**src/rtl/ufp_pkg.sv**
```systemverilog
package ufp_pkg;

    typedef logic [7:0] byte_t;

    typedef struct packed {
        logic       en;
        logic       dma;
        logic [1:0] tx_sel;
        logic [1:0] rx_sel;
    } fctl_t;

    function automatic int unsigned rx_trig_of(input logic [1:0] sel);
        case (sel)
            2'b00:   return 8;
            2'b01:   return 16;
            2'b10:   return 24;
            default: return 28;
        endcase
    endfunction

    function automatic int unsigned tx_trig_of(input logic [1:0] sel);
        case (sel)
            2'b00:   return 16;
            2'b01:   return 8;
            2'b10:   return 24;
            default: return 30;
        endcase
    endfunction

endpackage

```
**src/rtl/ufp_byte_fifo.sv**
```systemverilog
module ufp_byte_fifo #(
    parameter int unsigned DEPTH = 32,
    parameter int unsigned WIDTH = 8,
    localparam int unsigned PTR_W = $clog2(DEPTH),
    localparam int unsigned CNT_W = $clog2(DEPTH + 1)
) (
    input  logic             clk,
    input  logic             rst_n,
    input  logic             en,
    input  logic             clr,
    input  logic             push,
    input  logic [WIDTH-1:0] push_data,
    input  logic             pop,
    output logic [WIDTH-1:0] pop_data,
    output logic [CNT_W-1:0] count,
    output logic             overrun
);

    typedef struct packed {
        logic [PTR_W-1:0] wp;
        logic [PTR_W-1:0] rp;
        logic [CNT_W-1:0] cnt;
        logic [WIDTH-1:0] dout;
        logic             ovr;
    } fifo_st_t;

    fifo_st_t         s_q, s_d;
    logic [WIDTH-1:0] mem_q [DEPTH];
    logic             do_push, do_pop;

    function automatic logic [PTR_W-1:0] ptr_inc(input logic [PTR_W-1:0] p);
        return (p == PTR_W'(DEPTH - 1)) ? '0 : p + 1'b1;
    endfunction

    always_comb begin
        s_d     = s_q;
        do_push = 1'b0;
        do_pop  = 1'b0;
        if (clr) begin
            s_d.wp  = '0;
            s_d.rp  = '0;
            s_d.cnt = '0;
            s_d.ovr = 1'b0;
        end else if (en) begin
            do_pop = pop && (s_q.cnt != '0);
            if (push) begin
                if (s_q.cnt == CNT_W'(DEPTH)) s_d.ovr = 1'b1;
                else                          do_push = 1'b1;
            end
            if (do_push) s_d.wp = ptr_inc(s_q.wp);
            if (do_pop) begin
                s_d.dout = mem_q[s_q.rp];
                s_d.rp   = ptr_inc(s_q.rp);
            end
            case ({do_push, do_pop})
                2'b10:   s_d.cnt = s_q.cnt + 1'b1;
                2'b01:   s_d.cnt = s_q.cnt - 1'b1;
                default: s_d.cnt = s_q.cnt;
            endcase
        end
    end

    always_ff @(posedge clk or negedge rst_n) begin
        if (!rst_n) s_q <= '0;
        else        s_q <= s_d;
    end

    always_ff @(posedge clk) begin
        if (do_push) mem_q[s_q.wp] <= push_data;
    end

    assign pop_data = s_q.dout;
    assign count    = s_q.cnt;
    assign overrun  = s_q.ovr;


    count_bound_chk: assert property (@(posedge clk) disable iff (!rst_n)
        count <= CNT_W'(DEPTH));


    full_drop_chk: assert property (@(posedge clk) disable iff (!rst_n)
        (en && !clr && push && !pop && count == CNT_W'(DEPTH)) |=>
        (count == CNT_W'(DEPTH) && overrun));


    empty_pop_chk: assert property (@(posedge clk) disable iff (!rst_n)
        (en && !clr && pop && !push && count == '0) |=>
        ($stable(pop_data) && count == '0));


    frozen_chk: assert property (@(posedge clk) disable iff (!rst_n)
        (!en && !clr) |=> ($stable(count) && $stable(pop_data)));


    clear_chk: assert property (@(posedge clk) disable iff (!rst_n)
        clr |=> (count == '0 && !overrun));

endmodule

```
**src/rtl/ufp_ctl.sv**
```systemverilog
module ufp_ctl
    import ufp_pkg::*;
(
    input  logic       clk,
    input  logic       rst_n,
    input  logic       we,
    input  logic [7:0] wdata,
    input  logic       ext_en,
    output fctl_t      ctl,
    output logic       rx_clr,
    output logic       tx_clr,
    output logic [7:0] rdata
);

    fctl_t c_q, c_d;

    always_comb begin
        c_d = c_q;
        if (we) begin
            c_d.en     = wdata[0];
            c_d.dma    = wdata[3];
            c_d.rx_sel = wdata[7:6];
            if (ext_en) c_d.tx_sel = wdata[5:4];
        end
    end

    always_ff @(posedge clk or negedge rst_n) begin
        if (!rst_n) c_q <= '0;
        else        c_q <= c_d;
    end

    assign rx_clr = we & wdata[0] & wdata[1];
    assign tx_clr = we & wdata[0] & wdata[2];
    assign ctl    = c_q;
    assign rdata  = {c_q.rx_sel, c_q.tx_sel, c_q.dma, 2'b00, c_q.en};


    txsel_lock_chk: assert property (@(posedge clk) disable iff (!rst_n)
        (we && !ext_en) |=> $stable(ctl.tx_sel));


    write_take_chk: assert property (@(posedge clk) disable iff (!rst_n)
        we |=> (ctl.en == $past(wdata[0]) && ctl.rx_sel == $past(wdata[7:6])));

endmodule

```
**src/rtl/uart_fifo_pair.sv**
```systemverilog
module uart_fifo_pair
    import ufp_pkg::*;
#(
    parameter int unsigned DEPTH = 32,
    localparam int unsigned CNT_W = $clog2(DEPTH + 1)
) (
    input  logic             clk,
    input  logic             rst_n,
    input  logic             ctl_we,
    input  logic [7:0]       ctl_wdata,
    input  logic             ext_en,
    output logic [7:0]       ctl_rdata,
    input  logic             host_tx_we,
    input  logic [7:0]       host_tx_data,
    input  logic             line_tx_re,
    output logic [7:0]       line_tx_data,
    output logic [CNT_W-1:0] tx_level,
    output logic             tx_ovr,
    input  logic             line_rx_we,
    input  logic [7:0]       line_rx_data,
    input  logic             host_rx_re,
    output logic [7:0]       host_rx_data,
    output logic [CNT_W-1:0] rx_level,
    output logic             rx_ovr,
    output logic             rx_irq,
    output logic             tx_irq,
    output logic             rx_rdy_n,
    output logic             tx_rdy_n
);

    typedef struct packed {
        logic tx_armed;
    } top_st_t;

    fctl_t            ctl;
    logic             rx_clr, tx_clr;
    logic [CNT_W-1:0] rx_trig, tx_trig;
    logic             rx_hit;
    top_st_t          t_q, t_d;

    ufp_ctl u_ctl (
        .clk    (clk),
        .rst_n  (rst_n),
        .we     (ctl_we),
        .wdata  (ctl_wdata),
        .ext_en (ext_en),
        .ctl    (ctl),
        .rx_clr (rx_clr),
        .tx_clr (tx_clr),
        .rdata  (ctl_rdata)
    );

    ufp_byte_fifo #(.DEPTH(DEPTH), .WIDTH(8)) u_rxq (
        .clk       (clk),
        .rst_n     (rst_n),
        .en        (ctl.en),
        .clr       (rx_clr),
        .push      (line_rx_we),
        .push_data (line_rx_data),
        .pop       (host_rx_re),
        .pop_data  (host_rx_data),
        .count     (rx_level),
        .overrun   (rx_ovr)
    );

    ufp_byte_fifo #(.DEPTH(DEPTH), .WIDTH(8)) u_txq (
        .clk       (clk),
        .rst_n     (rst_n),
        .en        (ctl.en),
        .clr       (tx_clr),
        .push      (host_tx_we),
        .push_data (host_tx_data),
        .pop       (line_tx_re),
        .pop_data  (line_tx_data),
        .count     (tx_level),
        .overrun   (tx_ovr)
    );

    always_comb begin
        rx_trig = CNT_W'(rx_trig_of(ctl.rx_sel));
        tx_trig = CNT_W'(tx_trig_of(ctl.tx_sel));
        rx_hit  = rx_level >= rx_trig;

        t_d = t_q;
        if (tx_level == '0)          t_d.tx_armed = 1'b0;
        else if (tx_level >= tx_trig) t_d.tx_armed = 1'b1;

        rx_irq   = ctl.en && rx_hit;
        tx_irq   = ctl.en && (t_q.tx_armed ? (tx_level < tx_trig) : (tx_level == '0));
        rx_rdy_n = !(ctl.en && (ctl.dma ? rx_hit : (rx_level != '0)));
        tx_rdy_n = !(ctl.en && (ctl.dma ? (tx_level != CNT_W'(DEPTH)) : (tx_level == '0)));
    end

    always_ff @(posedge clk or negedge rst_n) begin
        if (!rst_n) t_q <= '0;
        else        t_q <= t_d;
    end


    tx_empty_irq_chk: assert property (@(posedge clk) disable iff (!rst_n)
        (ctl.en && tx_level == '0) |-> tx_irq);


    rx_irq_drop_chk: assert property (@(posedge clk) disable iff (!rst_n)
        (rx_irq && host_rx_re && !line_rx_we && !ctl_we && rx_level == rx_trig) |=> !rx_irq);


    tx_irq_clear_chk: assert property (@(posedge clk) disable iff (!rst_n)
        (tx_irq && host_tx_we && !line_tx_re && !ctl_we && tx_level == tx_trig - 1'b1) |=> !tx_irq);


    dma_full_chk: assert property (@(posedge clk) disable iff (!rst_n)
        (ctl.en && ctl.dma && tx_level == CNT_W'(DEPTH)) |-> tx_rdy_n);


    off_quiet_chk: assert property (@(posedge clk) disable iff (!rst_n)
        !ctl.en |-> (!rx_irq && !tx_irq && rx_rdy_n && tx_rdy_n));

endmodule

```
**config.mk**
```make
export PLATFORM = sky130hd
export DESIGN_NAME = uart_fifo_pair
export DESIGN_NICKNAME = d
export VERILOG_FILES = /design/src/rtl/ufp_pkg.sv /design/src/rtl/ufp_byte_fifo.sv /design/src/rtl/ufp_ctl.sv /design/src/rtl/uart_fifo_pair.sv
export SDC_FILE = /design/constraint.sdc
export NUM_CORES = 1
export LEC_CHECK = 0
export ABC_AREA = 1
export CORE_AREA = 8 8 212 235
export CTS_BUF_LIST = sky130_fd_sc_hd__clkbuf_4 sky130_fd_sc_hd__clkbuf_8
export DETAILED_ROUTE_END_ITERATION = 12
export DIE_AREA = 0 0 220 243
export GPL_TIMING_DRIVEN = 1
export PLACE_DENSITY = 0.75
export SLEW_MARGIN = 5
export SYNTH_ARGS = -nofsm -noshare
export SYNTH_HDL_FRONTEND = slang
export SYNTH_SLANG_ARGS = --single-unit
```
**constraint.sdc**
```tcl
create_clock -name clk -period 2.1 [get_ports clk]
set_input_delay 0.42 -clock clk [delete_from_list [all_inputs] [get_ports clk]]
set_output_delay 0.42 -clock clk [all_outputs]
set_load 0.05 [all_outputs]
```
==> results.toml, run 1 <==
[grt]
grt_pass1_vias = 17130
grt_max_degree = 77
grt_pass1_wl_mm = 95.43
grt_util_all_layers_pct = 22.99
gr-total-overflow = 0
antenna_found_initial = 0

[route]
via_per_inst = 5.940
dr.first_iter.drc_count = 2734
drtAntennaViolNets = 0
post_drt_wl_per_cell_um = 21.44
drt-total-wl_mm = 62.21
dr.pass1.iters = 6
vias = 17232
drc = 0

[worst_hold_path]
hp-class = "input port to asynchronous set/reset pin"

[synth]
yosysSeqAreaShare_pct = 70.10
synth_area_mm2 = 0.02397
synth_area_leaders = "edfxtp_1 64%, dfrtp_1 6.0%, nor2_1 5.5%"
synthCells = 2021
yosys.cell_types.count = 46
postSynthRegisterBits = 569
avgSynthCellArea_um2 = 11.86
synth_top_cell_by_area = "edfxtp_1"
yosys_warnings = 0
synth_top_area_share_pct = 64.15

[status]
violations = "setup timing"
status = "finished, violations left"

[worst_setup_path]
path_depth = 8
crit_path_end_kind = "output port"
cpPeakStageDelay_ns = 0.43
rr_startpoint = "u_rxq.s_q[15]"
required_ns = 1.68
arrival_ns = 2.37
path_class = "flop to output port"
crit_chain = "nor2_2, ha_1, a21oi_2, nor2_1, nor4_2, o21ai_1, a21oi_4, buf_12"
cp_slowest_cell = "dfrtp_2"
crit_path_start_kind = "flop"
crit_fanout = 4
worst-path-buf-inv = 1
r2r_end = "u_rxq.pop_data[0]"
rrSetupSlack_ns = 0.08
worst_r2r_path_depth = 10
crit_family = "flip-flops"

[clock_tree]
clkTransAtPathRegs_ns = 0.07
cts_buffers = 90
cts_root_buffer = "clkbuf_8"
htreeDepth = 3
tritoncts = "yes"
clk_latency_ns = 0.69
clock_sinks = 569
clk_path_buf_depth = 3

[die]
initial_utilization_pct = 52.22
fp.dieW_um = 220
die_y_um = 243
ios = 74
core_area_mm2 = 0.04590
row_count = 83
die-area_mm2 = 0.05346

[power]
clkPwrFrac_pct = 28.8
seq_power_share_pct = 37.8
power_frac_comb_pct = 33.3
power_switching_share_pct = 36.32
intPower_mw = 22.49
power_density_mw_per_mm2 = 1236
ir_drop_v = 0.0009217
p_sw_mw = 12.83
power_leakage_nw = 10.43

[finish]
final_area_mm2 = 0.02856
layout-drive-gt1-share_pct = 18.78
post-route-util_pct = 62.23
final_cell_mix = "512 x edfxtp_1, 348 x nor2_1, 234 x nand2_1"
final_nets = 2285
multiInputGateArea_mm2 = 0.006190
syn_to_final_growth_pct = 19.18
layout_commonest_cell = "edfxtp_1"
insertedDiodeCount = 0
fillers = 3354
ff_latch_area_mm2 = 0.01682

[sta]
finalClockSkew_ns = 0.03325
finalWorstSetupSlack_ns = -0.6924
hold_viol = 0
max_slew_margin_pct = 63.95
clock.fmax_mhz = 358.1
drv_slew = 0
finalSetupViolations = 4
rsz0062_at_grt = "yes"
worst_pin_slew_ns = 0.5429
fin_crit_ns = 2.792
final.period_utilization_pct = 133.0

[place]
hpwl_mm = 39.57
place_area_mm2 = 0.02645
port_buffers = 71
place.gp.congestion = 0.9445

[run]
cap_violations = 0
## state kept, by name, summed over array words and instances (netlist names)
name,flops
t_q,1
u_ctl.ctl,6
u_rxq.count,6
u_rxq.mem_q,256
u_rxq.overrun,1
u_rxq.pop_data,8
u_rxq.s_q,10
u_txq.count,6
u_txq.mem_q,256
u_txq.overrun,1
u_txq.pop_data,8
u_txq.s_q,10
## power groups by stage
stage | logic [mW] | clock network, mW | registers [mW]
after floorplan | 7.55 | 0 | 13.5
after global placement | 11.2 | 0 | 13.6
after detailed placement | 11.4 | 0 | 13.6
after CTS | 11.5 | 10.3 | 13.4
after global routing | 12.6 | 10.7 | 13.4
final | 11.8 | 10.2 | 13.4
## how the worst max path moves through the flow
stage / slack (ns) / startpoint / endpoint
floorplan: -0.13 / u_ctl.ctl[2] / tx_irq
global placement: -0.30 / ctl_we / u_txq.pop_data[2]
detailed placement: -0.39 / ctl_we / u_txq.pop_data[4]
CTS: -0.73 / u_ctl.ctl[2] / tx_irq
global route: -0.81 / u_ctl.ctl[1] / rx_rdy_n
finish: -0.69 / u_ctl.ctl[2] / tx_irq
## cells by family after synthesis
group / share of synthesized area, %
compound gates: 10.30
xor+xnor: 0.07310
fa+ha+maj: 1.201
buf+inv: 4.484
flops: 70.10
mux: 0.09396
other cells: 0.01565
simple gates: 13.73
## timing repair
item | 4_1_cts | 5_1_grt
buffers inserted | 3 | 4
gates cloned | 0 | 0
setup endpoints to repair | 25 | 220
endpoints found under the hold margin | 12 | 0
hold buffers | 1 | 0
gates resized for setup | 49 | 22
pin swaps | 1 | 8
## routing by layer
layer / GRT usage [%] / routed length [um] / vias up
li1: - / - / 7681
met1: 28.41 / 22980 / 8288
met2: 38.23 / 30740 / 1050
met3: 4.143 / 5470 / 213
met4: 11.72 / 3024 / 0
met5: 0 / 0 / -
## metrics by stage
stage / std cells / total power, mW / worst slack [ns] / hold slack, ns / setup TNS, ns
floorplan: 2022 / 21.05 / -0.1257 / 0.1244 / -0.1257
global placement: 2727 / 24.72 / -0.2992 / 0.3783 / -101.12
detailed placement: 2727 / 24.99 / -0.3850 / 0.3735 / -128.59
CTS: 2899 / 35.08 / -0.7280 / 0.1896 / -2.204
global route: 2901 / 36.71 / -0.8061 / 0.2208 / -2.650
finish: 2901 / 35.32 / -0.6924 / 0.2104 / -2.126
## layout make-up
cell class                      instances  area share [%]
Sequential cell                       569           58.88
Multi-Input combinational cell       1227           21.67
Timing Repair Buffer                  253           8.756
Clock buffer                          132           5.659
Tap cell                              595           2.606
Clock inverter                         36           1.235
Inverter                               89           1.196
## synthesized netlist by cell type (all sizes together)
master,count
xor2,2
o221a,1
buf,87
o22ai,30
clkbuf,50
a21oi,39
o211ai,33
nand4,8
a31oi,1
nand3,135
clkinv,4
inv,85
o311ai,1
nor2,362
nor4,2
o31ai,2
or2,6
edfxtp,512
nor3,19
dfrtp,57
ha,23
o41ai,2
a32o,1
conb,1
nand2,250
o21ai,247
o221ai,45
mux2,2
a21boi,1
o2111ai,13
(Power assumes the default switching activity.)
==> run 2: changes to the inputs <==
- CORE_AREA: 8 8 212 235 -> 8 8 213 235
- DIE_AREA: 0 0 220 243 -> 0 0 221 243
- SYNTH_HIERARCHICAL: unset -> 1
==> run 2 against run 1 <==
Compared with the run above:
- clock skew is 0.0065 ns higher
- utilization about the same
- area after synthesis is 0.49% higher
- sequential power about the same
- die area grew 0.45%
- highest routed layer unchanged
- the flow still finishes with violations (setup timing)
- cell count is 1.7% lower
==> results.toml, run 2 <==
[status]
status = "finished, violations left"
violations = "setup timing"

[finish]
syn_to_final_growth_pct = 19.35
insertedDiodeCount = 0
final_nets = 2237
final_area_mm2 = 0.02875
layout_commonest_cell = "edfxtp_1"
layout-drive-gt1-share_pct = 21.50
top_regs = "u_rxq/mem_q (256), u_txq/mem_q (256)"
fillers = 3395
final_cell_mix = "512 x edfxtp_1, 339 x nor2_1, 232 x o21ai_0"

[die]
die_y_um = 243
core_area_mm2 = 0.04621
die-area_mm2 = 0.05370
fp.dieW_um = 221
row_count = 83
initial_utilization_pct = 52.12
ios = 74

[synth]
synthCells = 1978
synth_flop_cell = "edfxtp_1"
avgSynthCellArea_um2 = 12.18
postSynthRegisterBits = 569
synth_top_area_share_pct = 63.84
synthArstFlopShare_pct = 10.02
synth_top_cell_by_area = "edfxtp_1"
yosysSeqAreaShare_pct = 69.76
yosys.cell_types.count = 37
yosys.cell_count.top_type = "edfxtp_1"
synth_edf_count = 512
synth_area_leaders = "edfxtp_1 64%, nor2_1 6.0%, dfrtp_1 5.9%"
yosys_warnings = 6
synth_commonest_cells = "512 x edfxtp_1, 383 x nor2_1, 233 x o21ai_0"
synth_area_mm2 = 0.02408

[power]
power_leakage_nw = 10.20
ir_drop_v = 0.0007151
p_total_mw = 34.81
power_density_mw_per_mm2 = 1211

[place]
port_buffers = 71
place.gp.congestion = 0.9001
hpwl_mm = 38.69
place_area_mm2 = 0.02622

[worst_setup_path]
crit_chain = "buf_6, ha_4, inv_4, nor2_4, nand4_1, nand3_1, nand2_1, inv_2, buf_12"
crit_path_end_kind = "output port"
crit_path_start_kind = "flop"
crit_fanout = 2
cp_slowest_cell = "dfrtp_1"
worst-path-buf-inv = 4
crit_family = "simple AND/OR/NAND/NOR gates"
arrival_ns = 2.18
rrSetupSlack_ns = -0.15
required_ns = 1.68
cpPeakStageDelay_ns = 0.39
path_class = "flop to output port"

[sta]
drv_slew = 0
hold_viol = 0
max_slew_margin_pct = 62.53
finalSetupViolations = 6
final.period_utilization_pct = 123.8
finalWorstSetupSlack_ns = -0.4997
worst_pin_slew_ns = 0.5620
setup_tns_ns = -1.747
clock.fmax_mhz = 384.7
rsz0062_at_grt = "yes"
fin_crit_ns = 2.600
finalClockSkew_ns = 0.03974

[route]
drt-total-wl_mm = 61.84
via_per_inst = 5.904
dr.pass1.iters = 6
post_drt_wl_per_cell_um = 21.69
drc = 0
vias = 16833
drtAntennaViolNets = 0
dr.first_iter.drc_count = 1861

[clock_tree]
clkTransAtPathRegs_ns = 0.06
cts_buffers = 91
clk_path_buf_depth = 3
htreeDepth = 3
cts_root_buffer = "clkbuf_8"
tritoncts = "yes"
clk_latency_ns = 0.69
clock_sinks = 569

[grt]
grt_max_degree = 69
grt_util_all_layers_pct = 22.24
grt_pass1_wl_mm = 93.90
gr-total-overflow = 0
grt_pass1_vias = 16691
antenna_found_initial = 0

[run]
cap_violations = 0

[worst_hold_path]
hp-class = "input port to asynchronous set/reset pin"
-- run 2: changes by cell type in the layout (fill, tap and decap cells not counted), moves of 11 or more --
cell,before,now
nand2_1,234,110
o221ai_1,45,95
o21ai_1,11,41
o22ai_1,30,2
nor2_4,5,32
a21oi_1,34,14
nand3_1,128,146
clkbuf_4,32,17
nor2_2,9,24
clkinv_2,11,24
mux2i_1,0,13
o2111ai_1,12,0
inv_1,74,63
-- run 2: path summary, 6_finish.rpt --
kind | start | to | cells past startpoint
setup reg to reg | u_txq/count[4] | u_txq/count[5] | 16
hold reg to reg | u_rxq/pop_data[4] | u_rxq/pop_data[4] | 2
hold / removal | rst_n | u_txq/pop_data[7] | 2
max in group asynchronous | rst_n | u_rxq/s_q[15] | 3
setup / recovery | u_rxq/count[4] | rx_irq | 9
min in group clk | ctl_wdata[5] | u_ctl/ctl[3] | 3
-- run 2: power by group --
part | total, mW | leakage (nW) | internal [mW] | switching (mW)
logic | 11.9 | 3.87 | 4.04 | 7.82
clock network | 9.76 | 0.996 | 5.29 | 4.47
registers | 13.2 | 5.34 | 12.8 | 0.375
-- run 2: cell families (layout without fill, tap and decap cells) --
logic type | count (synthesis) | count (layout) | share of synthesized area (%)
AOI/OAI and AO/OA | 428 | 428 | 10.85
xor gates and xnor gates | 2 | 2 | 0.07274
adders and majority gates | 27 | 27 | 1.403
buffers and inverters | 232 | 509 | 4.805
DFF | 569 | 569 | 69.76
muxes | 13 | 13 | 0.5403
other | 1 | 2 | 0.01557
and+or+nand+nor | 706 | 706 | 12.56
-- run 2: stage by stage --
stage	setup slack (ns)	std cells	utilization [%]	hold WS [ns]
after floorplan	0.01290	1979	-	0.1244
after global placement	-0.4116	2663	56.73	0.4201
after detailed placement	-0.4986	2663	56.73	0.4298
after CTS	-0.5019	2849	61.48	0.2122
after global routing	-0.5807	2851	62.20	0.2647
final	-0.4997	2851	62.20	0.2520
-- run 2: area by class of cell --
class	count	area [um2]	share of cell area [%]
inverters	90	350.3	1.219
repair buffers	248	2367	8.235
multi-input cells	1178	6576	22.88
well taps	595	744.5	2.590
clock buffers	111	1421	4.945
clock inverters	60	471.7	1.641
flip-flops and latches	569	16810	58.49
-- run 2: timing repair --
item,CTS,global route
hold endpoints to repair,18,0
setup endpoints to repair,158,192
cloned,0,0
resized for setup,103,80
hold buffers,1,0
pin swaps,15,18
buffers inserted,14,6
-- run 2: layer usage --
metal  vias to the layer above  part of all wire [%]  global-route usage (%)  wire, um
met5                         -                     0                       0         0
met4                         0                   4.6                   11.21      2846
met3                       195                   7.6                   3.992      4685
met2                       871                    50                   37.91     30760
met1                      8147                    38                   27.00     23550
li1                       7620                     -                       -         -
